**config.mk**
```make
export PLATFORM = sky130hd
export DESIGN_NAME = pal_lut_unit
export DESIGN_NICKNAME = d
export VERILOG_FILES = /design/src/rtl/pal_pkg.sv /design/src/rtl/pal_load_ctrl.sv /design/src/rtl/pal_ram.sv /design/src/rtl/pal_lookup.sv /design/src/rtl/pal_lut_unit.sv
export SDC_FILE = /design/constraint.sdc
export NUM_CORES = 2
export LEC_CHECK = 0
export ABC_AREA = 0
export BUFFER_PORTS_ARGS = -buffer_cell sky130_fd_sc_hd__buf_2
export CORE_AREA = 2 2 702 565
export DETAILED_ROUTE_END_ITERATION = 8
export DIE_AREA = 0 0 704 567
export PLACE_DENSITY = 0.63
export SLEW_MARGIN = 15
export SYNTH_ARGS = -nofsm -noshare
export SYNTH_HDL_FRONTEND = slang
export SYNTH_HIERARCHICAL = 1
export SYNTH_SLANG_ARGS = --single-unit
export TNS_END_PERCENT = 50
```
**constraint.sdc**
```tcl
create_clock -name clk -period 3.81 [get_ports clk]
set_input_delay 0.381 -clock clk [delete_from_list [all_inputs] [get_ports clk]]
set_output_delay 0.381 -clock clk [all_outputs]
set_load 0.01 [all_outputs]
```
**src/rtl/pal_pkg.sv**
```systemverilog
package pal_pkg;

  typedef logic [2:0] depth_t;

  typedef enum logic [1:0] {
    ST_OFF,
    ST_WAIT,
    ST_LOAD,
    ST_RUN
  } ld_state_e;

  // Codes 4..7 select the direct 16-bit mode
  function automatic logic is_direct(input depth_t d);
    return d[2];
  endfunction

  // Words per load: two entries per word
  function automatic int unsigned load_words(input depth_t d);
    case (d)
      3'd0, 3'd1: return 2;
      3'd2:       return 8;
      3'd3:       return 128;
      default:    return 0;
    endcase
  endfunction

  // Index bits that take part in a lookup
  function automatic logic [7:0] idx_mask(input depth_t d);
    case (d)
      3'd0:    return 8'h01;
      3'd1:    return 8'h03;
      3'd2:    return 8'h0F;
      default: return 8'hFF;
    endcase
  endfunction

endpackage

```
**src/rtl/pal_load_ctrl.sv**
```systemverilog
module pal_load_ctrl
  import pal_pkg::*;
#(
  parameter int CNT_W = 7
) (
  input  logic             clk,
  input  logic             rst_n,
  input  logic             en,
  input  depth_t           depth_sel,
  input  logic             frame_start,
  input  logic             reload_req,
  input  logic             wd_valid,
  output logic             wd_ready,
  output logic             px_open,
  output depth_t           act_depth,
  output logic             wr_en,
  output logic [CNT_W-1:0] wr_addr,
  output logic             load_done
);

  ld_state_e        st, st_nxt;
  logic [CNT_W-1:0] cnt;
  logic             last_word;

  assign wd_ready  = (st == ST_LOAD);
  assign px_open   = (st == ST_RUN);
  assign wr_en     = wd_valid && wd_ready;
  assign wr_addr   = cnt;
  assign last_word = wr_en && (cnt == CNT_W'(load_words(act_depth) - 1));

  always_comb begin
    st_nxt = st;
    case (st)
      ST_OFF:  st_nxt = ST_WAIT;
      ST_WAIT: if (frame_start) st_nxt = is_direct(act_depth) ? ST_RUN : ST_LOAD;
      ST_LOAD: if (last_word) st_nxt = ST_RUN;
      ST_RUN:  if (frame_start && reload_req && !is_direct(act_depth)) st_nxt = ST_LOAD;
      default: st_nxt = ST_OFF;
    endcase
    if (!en) st_nxt = ST_OFF;
  end

  always_ff @(posedge clk or negedge rst_n) begin
    if (!rst_n) begin
      st        <= ST_OFF;
      act_depth <= '0;
      cnt       <= '0;
      load_done <= 1'b0;
    end else begin
      st        <= st_nxt;
      load_done <= last_word;
      if (!en) act_depth <= depth_sel;
      if (st != ST_LOAD) cnt <= '0;
      else if (wr_en)    cnt <= cnt + 1'b1;
    end
  end

endmodule

```
**src/rtl/pal_ram.sv**
```systemverilog
module pal_ram #(
  parameter int ENTRY_W = 16,
  parameter int DEPTH   = 256,
  localparam int BANK_D = DEPTH / 2,
  localparam int BA_W   = $clog2(BANK_D)
) (
  input  logic                       clk,
  input  logic                       rst_n,
  input  logic                       wr_en,
  input  logic [BA_W-1:0]            wr_addr,
  input  logic [2*ENTRY_W-1:0]       wr_data,
  input  logic                       rd_en,
  input  logic [BA_W-1:0]            rd_addr,
  output logic [1:0][ENTRY_W-1:0]    rd_data
);

  // Bank 0 holds even entries, bank 1 odd entries
  for (genvar b = 0; b < 2; b++) begin : g_bank
    logic [ENTRY_W-1:0] mem [BANK_D];

    always_ff @(posedge clk) begin
      if (wr_en) mem[wr_addr] <= wr_data[b*ENTRY_W +: ENTRY_W];
    end

    always_ff @(posedge clk or negedge rst_n) begin
      if (!rst_n)     rd_data[b] <= '0;
      else if (rd_en) rd_data[b] <= mem[rd_addr];
    end
  end

endmodule

```
**src/rtl/pal_lookup.sv**
```systemverilog
module pal_lookup
  import pal_pkg::*;
#(
  parameter int ENTRY_W = 16,
  parameter int ADDR_W  = 8
) (
  input  logic                    clk,
  input  logic                    rst_n,
  input  logic                    px_acc,
  input  logic [ENTRY_W-1:0]      px_index,
  input  depth_t                  act_depth,
  output logic                    rd_en,
  output logic [ADDR_W-2:0]       rd_addr,
  input  logic [1:0][ENTRY_W-1:0] bank_q,
  output logic                    col_valid,
  output logic [ENTRY_W-1:0]      col_data
);

  logic [ADDR_W-1:0]  idx_m;
  logic               v_q, sel_q, dir_q;
  logic [ENTRY_W-1:0] raw_q;

  assign idx_m   = px_index[ADDR_W-1:0] & ADDR_W'(idx_mask(act_depth));
  assign rd_en   = px_acc && !is_direct(act_depth);
  assign rd_addr = idx_m[ADDR_W-1:1];

  always_ff @(posedge clk or negedge rst_n) begin
    if (!rst_n) begin
      v_q   <= 1'b0;
      sel_q <= 1'b0;
      dir_q <= 1'b0;
      raw_q <= '0;
    end else begin
      v_q <= px_acc;
      if (px_acc) begin
        sel_q <= idx_m[0];
        dir_q <= is_direct(act_depth);
        raw_q <= px_index;
      end
    end
  end

  assign col_valid = v_q;
  assign col_data  = dir_q ? raw_q : bank_q[sel_q];

endmodule

```
**src/rtl/pal_lut_unit.sv**
```systemverilog
module pal_lut_unit
  import pal_pkg::*;
#(
  parameter int ENTRY_W = 16,
  parameter int ENTRIES = 256,
  localparam int ADDR_W = $clog2(ENTRIES),
  localparam int CNT_W  = ADDR_W - 1,
  localparam int WORD_W = 2 * ENTRY_W
) (
  input  logic               clk,
  input  logic               rst_n,
  input  logic               en,
  input  logic [2:0]         depth_sel,
  input  logic               frame_start,
  input  logic               reload_req,
  input  logic               wd_valid,
  input  logic [WORD_W-1:0]  wd_data,
  output logic               wd_ready,
  input  logic               px_valid,
  input  logic [ENTRY_W-1:0] px_index,
  output logic               px_ready,
  output logic               col_valid,
  output logic [ENTRY_W-1:0] col_data,
  output logic               load_done
);

  depth_t                  act_depth;
  logic                    wr_en;
  logic [CNT_W-1:0]        wr_addr;
  logic                    px_acc;
  logic                    rd_en;
  logic [CNT_W-1:0]        rd_addr;
  logic [1:0][ENTRY_W-1:0] bank_q;

  assign px_acc = px_valid && px_ready;

  pal_load_ctrl #(.CNT_W(CNT_W)) u_ctrl (
    .clk         (clk),
    .rst_n       (rst_n),
    .en          (en),
    .depth_sel   (depth_sel),
    .frame_start (frame_start),
    .reload_req  (reload_req),
    .wd_valid    (wd_valid),
    .wd_ready    (wd_ready),
    .px_open     (px_ready),
    .act_depth   (act_depth),
    .wr_en       (wr_en),
    .wr_addr     (wr_addr),
    .load_done   (load_done)
  );

  pal_ram #(.ENTRY_W(ENTRY_W), .DEPTH(ENTRIES)) u_ram (
    .clk     (clk),
    .rst_n   (rst_n),
    .wr_en   (wr_en),
    .wr_addr (wr_addr),
    .wr_data (wd_data),
    .rd_en   (rd_en),
    .rd_addr (rd_addr),
    .rd_data (bank_q)
  );

  pal_lookup #(.ENTRY_W(ENTRY_W), .ADDR_W(ADDR_W)) u_lookup (
    .clk       (clk),
    .rst_n     (rst_n),
    .px_acc    (px_acc),
    .px_index  (px_index),
    .act_depth (act_depth),
    .rd_en     (rd_en),
    .rd_addr   (rd_addr),
    .bank_q    (bank_q),
    .col_valid (col_valid),
    .col_data  (col_data)
  );

endmodule

```
### Yosys cells after proc, flatten, opt, wreduce, memory -nomap -nowiden

Memories as Yosys holds them, arrays and structs flattened. A register that Yosys moved wholly into a read port is not among the register bits.
Cells that the tools add are included.

| word-level totals | value |
|---|---|
| register bits | 32 |
| bits in writable memories | 4,096 |
| input bits | 58 |
| memories | 2 |

Memories:

| name | words | width | rd ports | clocked after Yosys merged registers in | wr ports | RTL line | text |
|---|---|---|---|---|---|---|---|
| u_ram.g_bank[0].mem | 128 | 16 | 1 | 1 | 1 | pal_ram.sv:19 | `logic [ENTRY_W-1:0] mem [BANK_D];` |
| u_ram.g_bank[1].mem | 128 | 16 | 1 | 1 | 1 | pal_ram.sv:19 |  |

| cells by class | value |
|---|---|
| add/sub/neg operators | 2 |
| order comparisons | 1 |
| equality and inequality tests | 11 |
| mux-type cells | 15 |
| bitwise gates (word level) | 1 |
| reduce and logical (&&, ||, !) cells | 14 |

Operators with widths:

| operator | number |
|---|---|
| $mux 16 | 3 |
| $pmux 8 s3 | 1 |
| $mux 7 | 2 |
| $pmux 4 s3 | 1 |
| $and 8x8->8 | 1 |
| $mux 2 | 4 |
| $pmux 2 s4 | 1 |
| $add 7x1->7 const B | 1 |
| $eq 7x7->1 | 1 |
| $sub 7x1->7 const B | 1 |
| $eq 3x2->1 const B | 2 |
| $logic_and 1x1->1 | 6 |
| $ne 3x3->1 const B | 2 |
| $eq 2x2->1 const B | 2 |
| $eq 3x1->1 const B | 1 |
| $logic_not 1->1 | 3 |
| $logic_not 3->1 | 1 |
| $mux 1 | 3 |
| $ne 3x2->1 const B | 1 |
| $reduce_and 3->1 | 1 |
| $eq 2x1->1 const B | 1 |
| $logic_not 2->1 | 1 |
| $lt 1x2->1 const B | 1 |
| $ne 2x2->1 const B | 1 |
| 2 further kinds | 2 |

### Logic depth before layout (Yosys ltp)

| logic depth | value |
|---|---|
| depth after elaboration | 9 |
| depth in mapped cells | 12 |
| gate-level depth less buffers | 8 |

### By module

Netlist, hierarchy kept.

Modules (own cells, without submodules):

| module | instances | cells an instance | area each (sq um) | seq. area each (sq um) |
|---|---|---|---|---|
| pal_ram | 1 | 7,306 | 158,375.6 | 123,798.7 |
| pal_lookup | 1 | 99 | 1,109.8 | 450.4 |
| pal_load_ctrl | 1 | 62 | 659.4 | 325.3 |
| pal_lut_unit | 1 | 1 | 6.3 | 0.0 |

### Worst setup path after synthesis

Ideal clock, no wire load.

| path | value |
|---|---|
| path type | register to register |
| start | reg u_ctrl.st[0] |
| end | mem u_ram.g_bank[0].mem[122][0] (enable) |
| library setup time | 461 ps |
| arrival | 3,398 ps |
| required time | 3,349 ps |
| path slack | -49 ps |
| stages on the path, launching flop included | 7 |
| period minus slack after synthesis | 3,859 ps |
| cells stage by stage | dfrtp_1 -> nand2b_1 -> buf_2 -> inv_1 -> and2_1 -> nand3_1 -> nor3_1 |

| between the ends | value |
|---|---|
| longest elaborated chain between the ends | 4 |

RTL lines:

| element | RTL line | text |
|---|---|---|
| from (decl) | pal_load_ctrl.sv:21 | `ld_state_e st, st_nxt;` |
| from (signal assigned) | pal_load_ctrl.sv:50 | `st <= st_nxt;` |
| $eq 2x2->1 | pal_load_ctrl.sv:25 | `assign wd_ready = (st == ST_LOAD);` |
| named net wd_ready | pal_lut_unit.sv:18 | `output logic wd_ready,` |
| $logic_and 1x1->1 | pal_load_ctrl.sv:27 | `assign wr_en = wd_valid && wd_ready;` |
| named net wr_en | pal_lut_unit.sv:28 | `logic wr_en;` |
| $mux 1 | pal_ram.sv:22 | `if (wr_en) mem[wr_addr] <= wr_data[b*ENTRY_W +: ENTRY_W];` |
| $mux 1 (not written as such) | pal_ram.sv:22 |  |
| to (decl) | pal_ram.sv:19 |  |

The timed path passes the listed nets, and every way through them passes these cells.

### Worst setup path in the final report

| path | value |
|---|---|
| start | reg u_ctrl.act_depth[1] |
| end | reg u_ram/rd_data[10] (netlist name), read port of u_ram.g_bank[0].mem |

| between the ends | value |
|---|---|
| longest elaborated chain between the ends | 3 |
| elaborated cells on any way between the ends | 5 |
| those cells by class | 2 x eq/ne; 1 x mux; 1 x bitwise; 1 x reduce/logical |

RTL lines:

| element | RTL line | text |
|---|---|---|
| from (decl) | pal_load_ctrl.sv:15 | `output depth_t act_depth,` |
| from (signal assigned) | pal_load_ctrl.sv:52 | `if (!en) act_depth <= depth_sel;` |
| $eq 3x2->1 (tied with other cells) | pal_pkg.sv:29 | `case (d)` |
| $pmux 8 s3 * | pal_pkg.sv:29 |  |
| $and 8x8->8 * | pal_lookup.sv:23 | `assign idx_m = px_index[ADDR_W-1:0] & ADDR_W'(idx_mask(act_depth));` |
| named net rd_addr[5] | pal_lut_unit.sv:32 | `logic [CNT_W-1:0] rd_addr;` |
| to (decl) | pal_ram.sv:14 | `output logic [1:0][ENTRY_W-1:0] rd_data` |

Mark *: on every way through the listed nets, which the timed path passes. The rest lies on a longest branch.
A chain may end at the register's enable or synchronous reset.

==> impl_metrics.json <==
{
  "run_status": "finished, violations left",
  "failed_checks": "setup timing",
  "cts.sinks": 4159,
  "grt_max_degree": 129,
  "synthTopCellsByArea": "edfxtp_1 77%, mux4_2 10%, mux2i_1 4.0%",
  "cp_max_fo": 16,
  "htreeDepth": 5,
  "irDropWorstVdd_v": 0.000527,
  "cp_slowest_cell": "nor4_2",
  "antenna_found_initial": 42,
  "yosysSeqAreaShare_pct": 77.8,
  "drive_gt1_share_pct": 28.6,
  "hp-class": "in -> reg",
  "firstDrtPassIters": 6,
  "crit_required_ns": 4.68,
  "antenna_left": 0,
  "fin_skew_ns": 0.0571,
  "ioPinCount": 78,
  "combPwrFrac_pct": 8.9,
  "grt_pass1_vias": 80100,
  "cts_tree": "done",
  "seq_power_share_pct": 52.1,
  "rr_endpoint": "u_ram/rd_data[10]",
  "setup_viol": 3,
  "critPathLaunchType": "flip-flop",
  "path_clk_slew_ns": 0.06,
  "clock_latency_ns": 0.95,
  "powerDensity_nw_per_um2": 525,
  "drtIter0Drc": 12500,
  "synth_top_area_share_pct": 76.8,
  "maxSlewHeadroom_pct": 17.2,
  "max-cap-violations": 0,
  "cts-root-buf": "clkbuf_16",
  "dp_cells": 12900,
  "grt_util_all_layers_pct": 22.3,
  "r2r-start": "u_ctrl/act_depth[1]",
  "synth-async-reset-ratio_pct": 1.51,
  "critical_path_class": "reg -> reg",
  "cp_common_cell": "buf_4",
  "power_w": 0.0974,
  "rows": 206,
  "initial_core_util_pct": 40.9,
  "gp_congestion": 0.941,
  "final_max_slew_viol_count": 0,
  "rrSetupSlack_ns": -0.02,
  "grt_overflow": 0,
  "stdcell_count": 13700,
  "seq_area_sq_um": 125000,
  "rsz0062_at_grt": "true",
  "multi_input_area_sq_um": 34700,
  "vias": 82500,
  "die_y_um": 567,
  "wirelength_um": 455000,
  "synth.largest_area_cell": "edfxtp_1",
  "synth-seq-cells": 4159,
  "hp-start": "wd_data[10]",
  "layout.nets": 8236,
  "crit_path_start": "u_ctrl/act_depth[1]",
  "grt_pass1_wl_um": 630000,
  "synth_warnings": 6,
  "drcViolationCount": 0,
  "intPower_w": 0.0750,
  "cp_slowest_stage_delay_ns": 1.00,
  "netlist_instances": 7468,
  "cp.arrival_ns": 4.69,
  "dieArea_sq_um": 399000,
  "core-area_sq_um": 392000,
  "synth_nets": 7528,
  "cts_made_buffers": 384,
  "synth-edff-count": 4096,
  "cp-end-kind": "flip-flop",
  "cp_cell_sequence": "buf_4, a21oi_1, buf_4, nor2b_2, buf_4, and2_1, nand2_1, buf_4, nor3_1, nor4_2, a221o_1",
  "cp_top_family": "simple AND/OR/NAND/NOR gates",
  "syn_avg_cell_area_sq_um": 21.4,
  "worst-path-stages": 11,
  "clkPwrFrac_pct": 39.0,
  "timing.final.crit_share_pct": 100,
  "p_leak_nw": 58.5,
  "ys_types": 55,
  "die-width_um": 704,
  "wl_per_cell_um": 33.2,
  "clk_path_buf_depth": 4,
  "fillerInstances": 31500,
  "netlist_area_sq_um": 160000,
  "vias_per_cell": 6.01,
  "critPathCapture": "u_ram/rd_data[10]",
  "fin_util_pct": 47.3,
  "synth-main-ff-cell": "edfxtp_1",
  "max_freq_ghz": 0.261,
  "worst_pin_slew_ns": 1.23,
  "finalCriticalPeriod_ns": 3.83,
  "dp_hpwl_um": 270000,
  "hold_viol": 0,
  "power_switching_w": 0.0224,
  "path_buf_inv": 4,
  "switching_share_pct": 23.0,
  "ff2ff_path_depth": 11,
  "area_delta_synth_final_pct": 15.8,
  "fin_setup_tns_ns": -0.0459,
  "worst_slack_ns": -0.0177,
  "port_buffers": 77,
  "whs_ns": 0.0264
}
[metal layers]
metal	wire [um]	vias up	global-route usage (%)
met5	72	-	0
met4	16500	10	7.39
met3	55000	735	6.20
met2	199000	4751	32.4
met1	185000	44000	32.5
li1	-	33000	-
[per-stage QoR]
step | setup WS [ns] | instance area, sq um
6_report | -0.0177 | 185000
5_1_grt | -0.0179 | 185000
4_1_cts | 0.0164 | 185000
3_5_place_dp | -0.444 | 173000
3_3_place_gp | -0.604 | 172000
2_1_floorplan | -0.0381 | 160000
[worst min-delay path by stage]
stage,endpoint,slack [ns],depth (start not counted)
floorplan,u_ctrl/act_depth[0],0.09,0
global placement,u_lookup/raw_q[10],0.47,1
detailed placement,u_lookup/raw_q[9],0.49,1
CTS,u_ram/g_bank[1].mem[87][6],0.004,1
global route,u_ram/g_bank[0].mem[106][10],0.04,1
finish,u_ram/g_bank[0].mem[106][10],0.03,1
[synthesized netlist by cell type, types with 3 or more instances]
master	n
mux2i_1	647
buf_1	31
nor4_1	46
xor2_1	4
a211oi_1	68
a31oi_1	15
a221o_1	40
o21ai_1	14
nor2b_1	78
nor3_1	85
or3_1	5
mux4_2	731
nand2_1	77
o221ai_1	40
edfxtp_1	4096
buf_2	121
a21o_1	11
a22o_1	9
a2111oi_0	27
o22ai_1	205
nand3_1	28
clkbuf_1	194
a31o_2	9
nor2_1	158
o32ai_1	18
inv_1	3
a221oi_1	95
or2_2	6
mux2_2	209
mux2_4	9
a22oi_1	37
o21ai_0	47
buf_4	70
dfrtp_1	63
and2_1	5
nand2b_1	14
o31ai_1	4
o211ai_1	4
a21oi_1	101
buf_6	23
[timing repair]
item | in CTS | in global routing
hold buffers | 37 | 0
resized for setup | 13 | 17
hold endpoints to repair | 387 | 0
setup buffers | 3 | 0
endpoints found under the setup margin | 12 | 15
pin swaps | 1 | 0
[area by class of cell]
class	count	share of cell area [%]
repair buffers	763	3.95
flip-flops and latches	4159	67.2
well taps	5200	3.51
inverters	3	0.00607
multi-input cells	2865	18.7
clock buffers	466	5.45
clock inverters	222	1.12
diodes	43	0.0580
[cell usage in the layout, fill, tap and decap left out, drive strengths merged, types with 9 or more instances in the layout]
| cell | synthesis | layout |
|---|---|---|
| a22o | 9 | 9 |
| clkbuf | 194 | 467 |
| a221o | 40 | 40 |
| buf | 247 | 725 |
| o22ai | 205 | 205 |
| nor2 | 158 | 158 |
| nand2 | 77 | 77 |
| a21o | 11 | 11 |
| a31oi | 15 | 15 |
| nor4 | 46 | 46 |
| diode | 0 | 43 |
| a21oi | 101 | 101 |
| o21ai | 61 | 61 |
| o221ai | 40 | 40 |
| nand2b | 14 | 14 |
| dlygate4sd3 | 0 | 37 |
| a2111oi | 27 | 27 |
| clkinvlp | 0 | 13 |
| a221oi | 95 | 95 |
| a31o | 9 | 9 |
| clkinv | 0 | 167 |
| nand3 | 28 | 28 |
| edfxtp | 4096 | 4096 |
| inv | 3 | 11 |
| nor3 | 85 | 85 |
| mux4 | 731 | 731 |
| mux2i | 647 | 647 |
| bufinv | 0 | 34 |
| dfrtp | 63 | 63 |
| a211oi | 68 | 68 |
| a22oi | 37 | 37 |
| o32ai | 18 | 18 |
| mux2 | 218 | 218 |
| nor2b | 78 | 78 |
[registers in the layout, indices dropped and copies added, names as in the netlist]
name,flops
u_ram/g_bank.mem,4096
u_ram/rd_data,32
u_lookup/raw_q,16
u_ctrl/wr_addr,7
u_ctrl/act_depth,3
u_ctrl/st,2
u_ctrl/load_done,1
u_lookup/col_valid,1
u_lookup/dir_q,1
[power groups by stage]
stage	Sequential [W]	Combinational [W]	Clock (W)
4_1_cts	0.0507	0.00861	0.0385
5_1_grt	0.0507	0.00901	0.0402
3_5_place_dp	0.0517	0.00852	0
3_3_place_gp	0.0517	0.00839	0
2_1_floorplan	0.0515	0.00435	0
6_report	0.0507	0.00872	0.0380
[cell families (layout without fill, tap and decap cells)]
logic type / count (synthesis) / after routing / synth area share, %
mux: 1596 / 1596 / 15.9
flops: 4159 / 4159 / 77.8
buf+inv: 444 / 1454 / 1.43
other cells: 0 / 43 / 0
simple gates: 511 / 511 / 1.55
fa+ha+maj: 2 / 2 / 0.0156
xor+xnor: 5 / 5 / 0.0273
compound gates: 751 / 751 / 3.32
Note: power is estimated with default switching activity, not from simulation.
